### src/rtl/pwm_timer_pkg.sv
`timescale 1ns/1ps
package pwm_timer_pkg;
    localparam int CNT_W    = 10;
    localparam int SEL_W    = 4;
    localparam int DEXP_W   = SEL_W + 1;
    localparam int DEXP_MAX = 24;
    localparam int ADDR_W   = 4;
    localparam int DATA_W   = 32;

    localparam logic [ADDR_W-1:0] OFS_CTRL  = 4'h0;
    localparam logic [ADDR_W-1:0] OFS_COUNT = 4'h4;

    localparam int B_RUN    = 0;
    localparam int B_AUX    = 4;
    localparam int B_HOLD   = 11;
    localparam int B_HALF   = 15;
    localparam int B_SEL    = 16;
    localparam int B_PER    = 16;
    localparam int B_HI     = 0;

    typedef struct packed {
        logic [CNT_W-1:0]  per;
        logic [CNT_W-1:0]  hi;
        logic [DEXP_W-1:0] dexp;
    } tcfg_t;

    function automatic logic cfg_ok(tcfg_t c);
        return (c.per != '0) && (c.hi != '0);
    endfunction
endpackage

### src/rtl/pwm_timer_regs.sv
`timescale 1ns/1ps
module pwm_timer_regs
    import pwm_timer_pkg::*;
(
    input  logic              clk,
    input  logic              rst_n,
    input  logic [ADDR_W-1:0] bus_addr,
    input  logic              bus_we,
    input  logic [DATA_W-1:0] bus_wdata,
    input  logic              run_q,
    output tcfg_t             shadow,
    output logic              hold,
    output logic              ctrl_wr,
    output logic              run_req,
    output logic [DATA_W-1:0] bus_rdata
);
    typedef struct packed {
        logic [SEL_W-1:0] sel;
        logic             half;
        logic             hold;
        logic             aux;
        logic [CNT_W-1:0] per;
        logic [CNT_W-1:0] hi;
    } rstate_t;

    rstate_t st_d, st_q;
    logic    count_wr;
    logic [DEXP_W-1:0] raw_exp;

    always_comb begin
        st_d     = st_q;
        ctrl_wr  = bus_we && (bus_addr == OFS_CTRL);
        count_wr = bus_we && (bus_addr == OFS_COUNT);
        if (ctrl_wr) begin
            st_d.sel  = bus_wdata[B_SEL +: SEL_W];
            st_d.half = bus_wdata[B_HALF];
            st_d.hold = bus_wdata[B_HOLD];
            st_d.aux  = bus_wdata[B_AUX];
        end
        if (count_wr) begin
            st_d.per = bus_wdata[B_PER +: CNT_W];
            st_d.hi  = bus_wdata[B_HI +: CNT_W];
        end
    end

    always_ff @(posedge clk) begin
        if (!rst_n) st_q <= '0;
        else        st_q <= st_d;
    end

    always_comb begin
        raw_exp     = {st_q.sel, st_q.half};
        shadow.per  = st_q.per;
        shadow.hi   = st_q.hi;
        shadow.dexp = (raw_exp > DEXP_W'(DEXP_MAX)) ? DEXP_W'(DEXP_MAX) : raw_exp;
        hold        = st_q.hold;
        run_req     = bus_wdata[B_RUN];
    end

    always_comb begin
        bus_rdata = '0;
        case (bus_addr)
            OFS_CTRL: begin
                bus_rdata[B_SEL +: SEL_W] = st_q.sel;
                bus_rdata[B_HALF]         = st_q.half;
                bus_rdata[B_HOLD]         = st_q.hold;
                bus_rdata[B_AUX]          = st_q.aux;
                bus_rdata[B_RUN]          = run_q;
            end
            OFS_COUNT: begin
                bus_rdata[B_PER +: CNT_W] = st_q.per;
                bus_rdata[B_HI +: CNT_W]  = st_q.hi;
            end
            default: bus_rdata = '0;
        endcase
    end
endmodule

### src/rtl/pwm_timer_presc.sv
`timescale 1ns/1ps
module pwm_timer_presc #(
    parameter int PRE_W  = 24,
    parameter int DEXP_W = 5
) (
    input  logic              clk,
    input  logic              rst_n,
    input  logic              run,
    input  logic [DEXP_W-1:0] dexp,
    output logic              tick,
    output logic [PRE_W-1:0]  pre_val,
    output logic [PRE_W-1:0]  pre_lim
);
    localparam int LIM_W = PRE_W + 1;

    typedef struct packed {
        logic [PRE_W-1:0] cnt;
    } pstate_t;

    pstate_t st_d, st_q;

    always_comb begin
        st_d    = st_q;
        pre_lim = PRE_W'((LIM_W'(1) << dexp) - LIM_W'(1));
        tick    = run && (st_q.cnt == pre_lim);
        if (!run)      st_d.cnt = '0;
        else if (tick) st_d.cnt = '0;
        else           st_d.cnt = st_q.cnt + PRE_W'(1);
        pre_val = st_q.cnt;
    end

    always_ff @(posedge clk) begin
        if (!rst_n) st_q <= '0;
        else        st_q <= st_d;
    end
endmodule

### src/rtl/pwm_timer_period.sv
`timescale 1ns/1ps
module pwm_timer_period #(
    parameter int CNT_W = 10
) (
    input  logic             clk,
    input  logic             rst_n,
    input  logic             run,
    input  logic             tick,
    input  logic [CNT_W-1:0] per,
    input  logic [CNT_W-1:0] hi,
    output logic             wrap,
    output logic             level,
    output logic [CNT_W-1:0] cnt_val
);
    typedef struct packed {
        logic [CNT_W-1:0] cnt;
    } cstate_t;

    cstate_t st_d, st_q;

    always_comb begin
        st_d  = st_q;
        wrap  = tick && (st_q.cnt == per - CNT_W'(1));
        if (!run)      st_d.cnt = '0;
        else if (wrap) st_d.cnt = '0;
        else if (tick) st_d.cnt = st_q.cnt + CNT_W'(1);
        level   = run && (st_q.cnt < hi);
        cnt_val = st_q.cnt;
    end

    always_ff @(posedge clk) begin
        if (!rst_n) st_q <= '0;
        else        st_q <= st_d;
    end
endmodule

### src/rtl/pwm_timer_chan.sv
`timescale 1ns/1ps
module pwm_timer_chan
    import pwm_timer_pkg::*;
(
    input  logic              clk,
    input  logic              rst_n,
    input  logic [3:0]        bus_addr,
    input  logic              bus_we,
    input  logic [31:0]       bus_wdata,
    output logic [31:0]       bus_rdata,
    output logic              pwm_out
);
    typedef struct packed {
        logic  run;
        tcfg_t act;
    } tstate_t;

    tstate_t st_d, st_q;
    tcfg_t   shadow;
    logic    hold_now, ctrl_wr, run_req;
    logic    tick, wrap, level, allow, commit;
    logic [DEXP_MAX-1:0] pre_val, pre_lim;
    logic [CNT_W-1:0]    cnt_val;
    logic    run_now;
    tcfg_t   act_now;

    pwm_timer_regs u_regs (
        .clk       (clk),
        .rst_n     (rst_n),
        .bus_addr  (bus_addr),
        .bus_we    (bus_we),
        .bus_wdata (bus_wdata),
        .run_q     (st_q.run),
        .shadow    (shadow),
        .hold      (hold_now),
        .ctrl_wr   (ctrl_wr),
        .run_req   (run_req),
        .bus_rdata (bus_rdata)
    );

    pwm_timer_presc #(.PRE_W(DEXP_MAX), .DEXP_W(DEXP_W)) u_presc (
        .clk     (clk),
        .rst_n   (rst_n),
        .run     (st_q.run),
        .dexp    (st_q.act.dexp),
        .tick    (tick),
        .pre_val (pre_val),
        .pre_lim (pre_lim)
    );

    pwm_timer_period #(.CNT_W(CNT_W)) u_period (
        .clk     (clk),
        .rst_n   (rst_n),
        .run     (st_q.run),
        .tick    (tick),
        .per     (st_q.act.per),
        .hi      (st_q.act.hi),
        .wrap    (wrap),
        .level   (level),
        .cnt_val (cnt_val)
    );

    always_comb begin
        st_d   = st_q;
        allow  = cfg_ok(st_q.act) && cfg_ok(shadow);
        commit = !hold_now && (!st_q.run || (wrap && cfg_ok(shadow)));
        if (commit) st_d.act = shadow;
        if (ctrl_wr) begin
            if (run_req) st_d.run = st_q.run || allow;
            else         st_d.run = 1'b0;
        end
    end

    always_ff @(posedge clk) begin
        if (!rst_n) st_q <= '0;
        else        st_q <= st_d;
    end

    assign pwm_out = level;
    assign run_now = st_q.run;
    assign act_now = st_q.act;
endmodule

### config.mk
export PLATFORM = sky130hd
export DESIGN_NAME = pwm_timer_chan
export DESIGN_NICKNAME = d
export VERILOG_FILES = /design/src/rtl/pwm_timer_pkg.sv /design/src/rtl/pwm_timer_regs.sv /design/src/rtl/pwm_timer_presc.sv /design/src/rtl/pwm_timer_period.sv /design/src/rtl/pwm_timer_chan.sv
export SDC_FILE = /design/constraint.sdc
export NUM_CORES = 1
export LEC_CHECK = 0
export ABC_AREA = 1
export BUFFER_PORTS_ARGS = -buffer_cell sky130_fd_sc_hd__buf_2
export CAP_MARGIN = 20
export CORE_MARGIN = 2
export CORE_UTILIZATION = 55
export DETAILED_ROUTE_END_ITERATION = 10
export GPL_ROUTABILITY_DRIVEN = 0
export GPL_TIMING_DRIVEN = 0
export PLACE_DENSITY = 0.75
export SLEW_MARGIN = 0
export SYNTH_ARGS = -nofsm -noshare
export SYNTH_HDL_FRONTEND = slang
export SYNTH_HIERARCHICAL = 1
export SYNTH_SLANG_ARGS = --single-unit
### constraint.sdc
create_clock -name clk -period 3.55 [get_ports clk]
set_input_delay 0.71 -clock clk [delete_from_list [all_inputs] [get_ports clk]]
set_output_delay 0.71 -clock clk [all_outputs]
set_load 0.02 [all_outputs]
* Word level (Yosys, flattened, before mapping)
Index checks and enable logic that the tools add are counted.
W data, S select, Z words.
** Cells by class
- Reductions and logical operators :: 21
- Shift operators :: 1
- Magnitude comparators :: 2
- Bitwise operators :: 2
- $add $sub $neg :: 4
- Mux-type cells :: 10
- Eq/ne operators :: 3
** Operators with widths (number)
- $reduce_bool A10 Y1 :: 4
- $add A24 B1 Y24 const B :: 1
- $eq A24 B24 Y1 :: 1
- $shl A1 B5 Y24 const A :: 1
- $sub A24 B2 Y24 const B :: 1
- $add A10 B1 Y10 const B :: 1
- $eq A10 B10 Y1 :: 1
- $logic_and A1 B1 Y1 :: 10
- $lt A10 B10 Y1 :: 1
- $mux W5 :: 2
- $sub A10 B1 Y10 const B :: 1
- $pmux W4 S2 :: 1
- $mux W6 :: 1
- $reduce_or A3 Y1 :: 2
- $gt A5 B5 Y1 const B :: 1
- $eq A4 B3 Y1 const B :: 1
- $logic_not A4 Y1 :: 1
- $pmux W1 S2 :: 2
- $mux W1 :: 3
- $mux W3 :: 1
- $logic_not A1 Y1 :: 2
- $logic_or A1 B1 Y1 :: 2
- $not A1 Y1 :: 2
** Storage, ports and cells
- Output and inout bits :: 33
- Input port bits :: 39
- Word-level logic and storage cells :: 55
- Flip-flop bits (word level) :: 87

* Longest topological paths before layout
- Depth after elaboration :: 8
- Depth in mapped cells :: 31

* By module
The synthesis kept the hierarchy.
** By module, submodules not included
- pwm_timer_presc :: instances 1, seq. area each 480.5 um^2, area an instance 2532.4 um^2, cells each 429
- pwm_timer_regs :: instances 1, seq. area each 540.5 um^2, area an instance 1820.5 um^2, cells each 297
- pwm_timer_chan :: instances 1, seq. area each 520.5 um^2, area an instance 1467.7 um^2, cells each 204
- pwm_timer_period :: instances 1, seq. area each 200.2 um^2, area an instance 1117.3 um^2, cells each 193

* Worst setup path before layout
OpenSTA, ideal clock, no wires.
- Kind :: register -> register
- From :: register st_q (netlist bit act_now[4])
- To :: register st_q (netlist bit act_now[10])
- Buffers on the path :: 3
- Arrival time :: 3.334 ns
- Clock period less this slack :: 3.449 ns
- Library setup time :: 0.115 ns
- Cell stages (with the launch flop) :: 31
- Data required time :: 3.435 ns
- Slack :: 0.101 ns
- Path through :: dfxtp_1 > buf_4 > nor2_2 > buf_6 > nand3_1 > ha_1 > nor2_1 > nand3b_1 > nor2_1 > nand4_1 > nor2_1 > nand2_1 > nor3_1 > nand3_1 > nor2_1 > nand3_1 > nor2_1 > inv_1 > a21oi_1 > nand3_1 > nor2_1 > nand2_1 > nor2_1 > nand2_2 > inv_1 > nand3_2 > nand2_4 > buf_6 > nand3_2 > nand2_1 > nor2_1
** On the way
- Cells in the longest elaborated chain, start to end :: 8
** Ends and longest elaborated chain
- from (decl) :: RTL line pwm_timer_chan.sv:18 : tstate_t st_d, st_q;
- from (signal assigned) :: RTL line pwm_timer_chan.sv:76 : else st_q <= st_d;
- $shl A1 B5 Y24 :: RTL line pwm_timer_presc.sv:24 : pre_lim = PRE_W'((LIM_W'(1) << dexp) - LIM_W'(1));
- $sub A24 B2 Y24 :: RTL line pwm_timer_presc.sv:24
- named net pre_lim[0] :: RTL line pwm_timer_chan.sv:22 : logic [DEXP_MAX-1:0] pre_val, pre_lim;
- $eq A24 B24 Y1 :: RTL line pwm_timer_presc.sv:25 : tick = run && (st_q.cnt == pre_lim);
- $logic_and A1 B1 Y1 :: RTL line pwm_timer_presc.sv:25
- named net tick :: RTL line pwm_timer_chan.sv:21 : logic tick, wrap, level, allow, commit;
- $logic_and A1 B1 Y1 :: RTL line pwm_timer_period.sv:23 : wrap = tick && (st_q.cnt == per - CNT_W'(1));
- named net wrap :: RTL line pwm_timer_chan.sv:21
- $logic_and A1 B1 Y1 :: RTL line pwm_timer_chan.sv:66 : commit = !hold_now && (!st_q.run || (wrap && cfg_ok(shadow)));
- $logic_or A1 B1 Y1 :: RTL line pwm_timer_chan.sv:66
- $logic_and A1 B1 Y1 :: RTL line pwm_timer_chan.sv:66
The timed path passes the listed nets, and every way through them passes these cells.
A chain may end at the register's enable or synchronous reset.

* Final worst setup path
- From :: register st_q (netlist bit act_now[1])
- To :: register st_q (netlist bit act_now[13])
** On the way
- Cells in the longest elaborated chain, start to end :: 8
** Ends and longest elaborated chain (RTL line)
- $shl A1 B5 Y24 :: pwm_timer_presc.sv:24
- $sub A24 B2 Y24 :: pwm_timer_presc.sv:24
- $eq A24 B24 Y1 :: pwm_timer_presc.sv:25
- $logic_and A1 B1 Y1 :: pwm_timer_presc.sv:25
- named net tick :: pwm_timer_chan.sv:21
- $logic_and A1 B1 Y1 :: pwm_timer_period.sv:23
- named net wrap :: pwm_timer_chan.sv:21
- $logic_and A1 B1 Y1 :: pwm_timer_chan.sv:66
- $logic_or A1 B1 Y1 :: pwm_timer_chan.sv:66
- $logic_and A1 B1 Y1 :: pwm_timer_chan.sv:66
The timed path passes the listed nets, and every way through them passes these cells.

==> flow_summary_export.csv <==
group,metric,value,unit
clocking,cts_sinks,87,
die,dieWidth,116.0,um
placed_design,placed_cells,1342,
finish,multi_input_area,4050,um^2
setup_path,reg2regPathDepth,31,
clocking,clock_latency,0.35,ns
yosys,postSynthCellCount,1114,
detailed_routing,drt_iter0_drc,444,
sta,relSlewSlack,0.4997,
sta,max_slew.worst_pin.slew,0.7504,ns
yosys,ys_warn_count,6,
finish,fin_nets,1257,
global_route,grt_first_pass_wirelength,28.88,mm
setup_path,cp-start-kind,"register",
clocking,cts.path.max_buffers,2,
sta,report.final.setup_viol,25,
sta,fin_crit_sh,1.052,
finish,final_cells,1378,
sta,hold_viol,0,
setup_path,cpPeakStageDelay,0.38,ns
detailed_routing,vias_per_cell,4.986,
outcome,status,"finished, violations left",
setup_path,cpMostUsedCell,"nor2_1",
setup_path,slowest_stage,"dfxtp_4",
power_and_ir_drop,total_power,2.260,mW
setup_path,path_buf_inv,5,
finish,final-seq-area,1750,um^2
finish,final_core_util,0.6639,
setup_path,worstSetupPathType,"reg -> reg",
detailed_routing,drc,0,
clocking,cts-root-buf,"clkbuf_16",
power_and_ir_drop,vdd_drop_max,0.0001740,V
min_path,min_path_type,"reg -> reg",
sta,fin_setup_tns,-3.902,ns
clocking,htreeDepth,3,
yosys,syn_area_per_cell,6.198,um^2
setup_path,cp.depth,31,
detailed_routing,drt_first_pass_iters,5,
die,core_area,12110,um^2
global_route,grt_max_degree,15,
setup_path,critPathCaptureType,"register",
setup_path,worstPathMaxFanout,8,
global_route,grt_pass1_vias,6148,
finish,fill_cells,1123,
global_route,grt_overflow,0,
min_path,holdPathStages,2,
global_route,grt_use_total,0.2677,
clocking,clk_pin_slew,0.07,ns
finish,syn2layout_area_growth,16.47,%
finish,drive_gt1_frac,0.2074,
die,start_util,0.5700,
sta,rsz0062_at_grt,"yes",
detailed_routing,postRouteAntennaNets,0,
placed_design,io_buffers,51,
placed_design,post-place-ws,-0.7619,ns
sta,skew,0.008097,ns
outcome,violations,"setup timing",
clocking,cts_buffers,9,
power_and_ir_drop,power_density,281.0,nW/um^2
detailed_routing,routed_wl,17.33,mm
die,rows,40,
clocking,tritoncts,"built",
setup_path,crit_family,"simple AND/OR/NAND/NOR gates",
sta,maxSlewViolCount,0,
die,ios,72,
die,die_h,116.0,um
die,dieArea,13470,um^2
setup_path,crit_required,3.79,ns
finish,antenna_cells,0,
placed_design,dp_hpwl,13.08,mm
sta,timing.final.ws_setup,-0.1843,ns
global_route,antenna_found_initial,0,
setup_path,arrival,3.97,ns
job,cap_violations,0,
detailed_routing,wl_per_cell,12.58,um
sta,fin_crit,3.734,ns
yosys,syn-cell-area,6904,um^2
clocking,cts_hold_buf,0,
sta,timing.fmax,0.2678,GHz
power_and_ir_drop,leakage,4.090,nW
detailed_routing,vias,6871,
==> path summary, 6_finish.rpt <==
| path | start | endpoint | slack, ns |
|---|---|---|---|
| setup / recovery | act_now[1]$_SDFFE_PN0P_ | act_now[13]$_SDFFE_PN0P_ | -0.18 |
| setup reg to reg | act_now[1]$_SDFFE_PN0P_ | act_now[13]$_SDFFE_PN0P_ | -0.18 |
| hold reg to reg | act_now[6]$_SDFFE_PN0P_ | act_now[6]$_SDFFE_PN0P_ | 0.50 |
| hold / removal | act_now[6]$_SDFFE_PN0P_ | act_now[6]$_SDFFE_PN0P_ | 0.50 |
==> sequential cells by signal (all words and copies together) (netlist names) <==
signal,flops
act_now,25
run_now,1
u_period/cnt_val,10
u_presc/pre_val,24
u_regs/hold,1
u_regs/raw_exp,5
u_regs/shadow,20
u_regs/st_q,1
==> through the flow <==
stage / area (um^2) / hold WS [ns]
final: 8041 / 0.4955
after global routing: 8041 / 0.5101
after CTS: 8000 / 0.4956
after global placement: 7403 / 0.4693
after floorplan: 6938 / 0.4462
after detailed placement: 7403 / 0.4834
==> area by class of cell <==
cell class | instances | share of cell area
Buffer | 71 | 0.06706
Clock buffer | 10 | 0.02972
Clock inverter | 6 | 0.004512
Inverter | 205 | 0.09569
Multi-Input combinational cell | 761 | 0.5037
Sequential cell | 87 | 0.2177
Tap cell | 168 | 0.02614
Timing Repair Buffer | 70 | 0.05555
==> where the power goes <==
part           internal [mW]  leakage [nW]  switching [mW]  total (mW)
clock                  0.490         0.138           0.417       0.907
sequential             0.990         0.705          0.0134        1.00
combinational          0.137          3.25           0.212       0.349
total                   1.62          4.09           0.643        2.26
==> cells in the final DEF (no fill, tap or decap), drive strengths merged <==
cell type	n
inv	205
conb	10
a21oi	34
ha	13
dfxtp	87
o21bai	1
clkinvlp	1
clkinv	5
nor3b	2
and3b	1
o2111ai	1
and2	1
nand3	99
o22ai	6
nand3b	3
o211ai	1
xnor2	6
nand4	40
nor4	5
nand2	264
nor3	34
buf	134
a31oi	1
o21ai	13
nor2	191
clkbuf	17
a21boi	1
xor2	34
==> per-layer routing <==
layer / part of all wire / vias to the layer above / track usage
li1: - / 3593 / -
met1: 0.47 / 3003 / 0.3812
met2: 0.44 / 250 / 0.4242
met3: 0.075 / 25 / 0.04079
met4: 0.012 / 0 / 0.07143
met5: 0 / - / 0
==> tightest hold or removal path, stage by stage (launching register included) <==
cell and delay [ns]:
dfxtp_1 0.35, a21oi_1 0.05, nor2_1 0.07
==> repair_timing <==
action | 4_1_cts | 5_1_grt
gates cloned | 3 | 1
endpoints found under the setup margin | 35 | 35
pin swaps | 21 | 15
buffers inserted | 15 | 3
resized for setup | 39 | 11
Power figures use the tool's default switching activity.
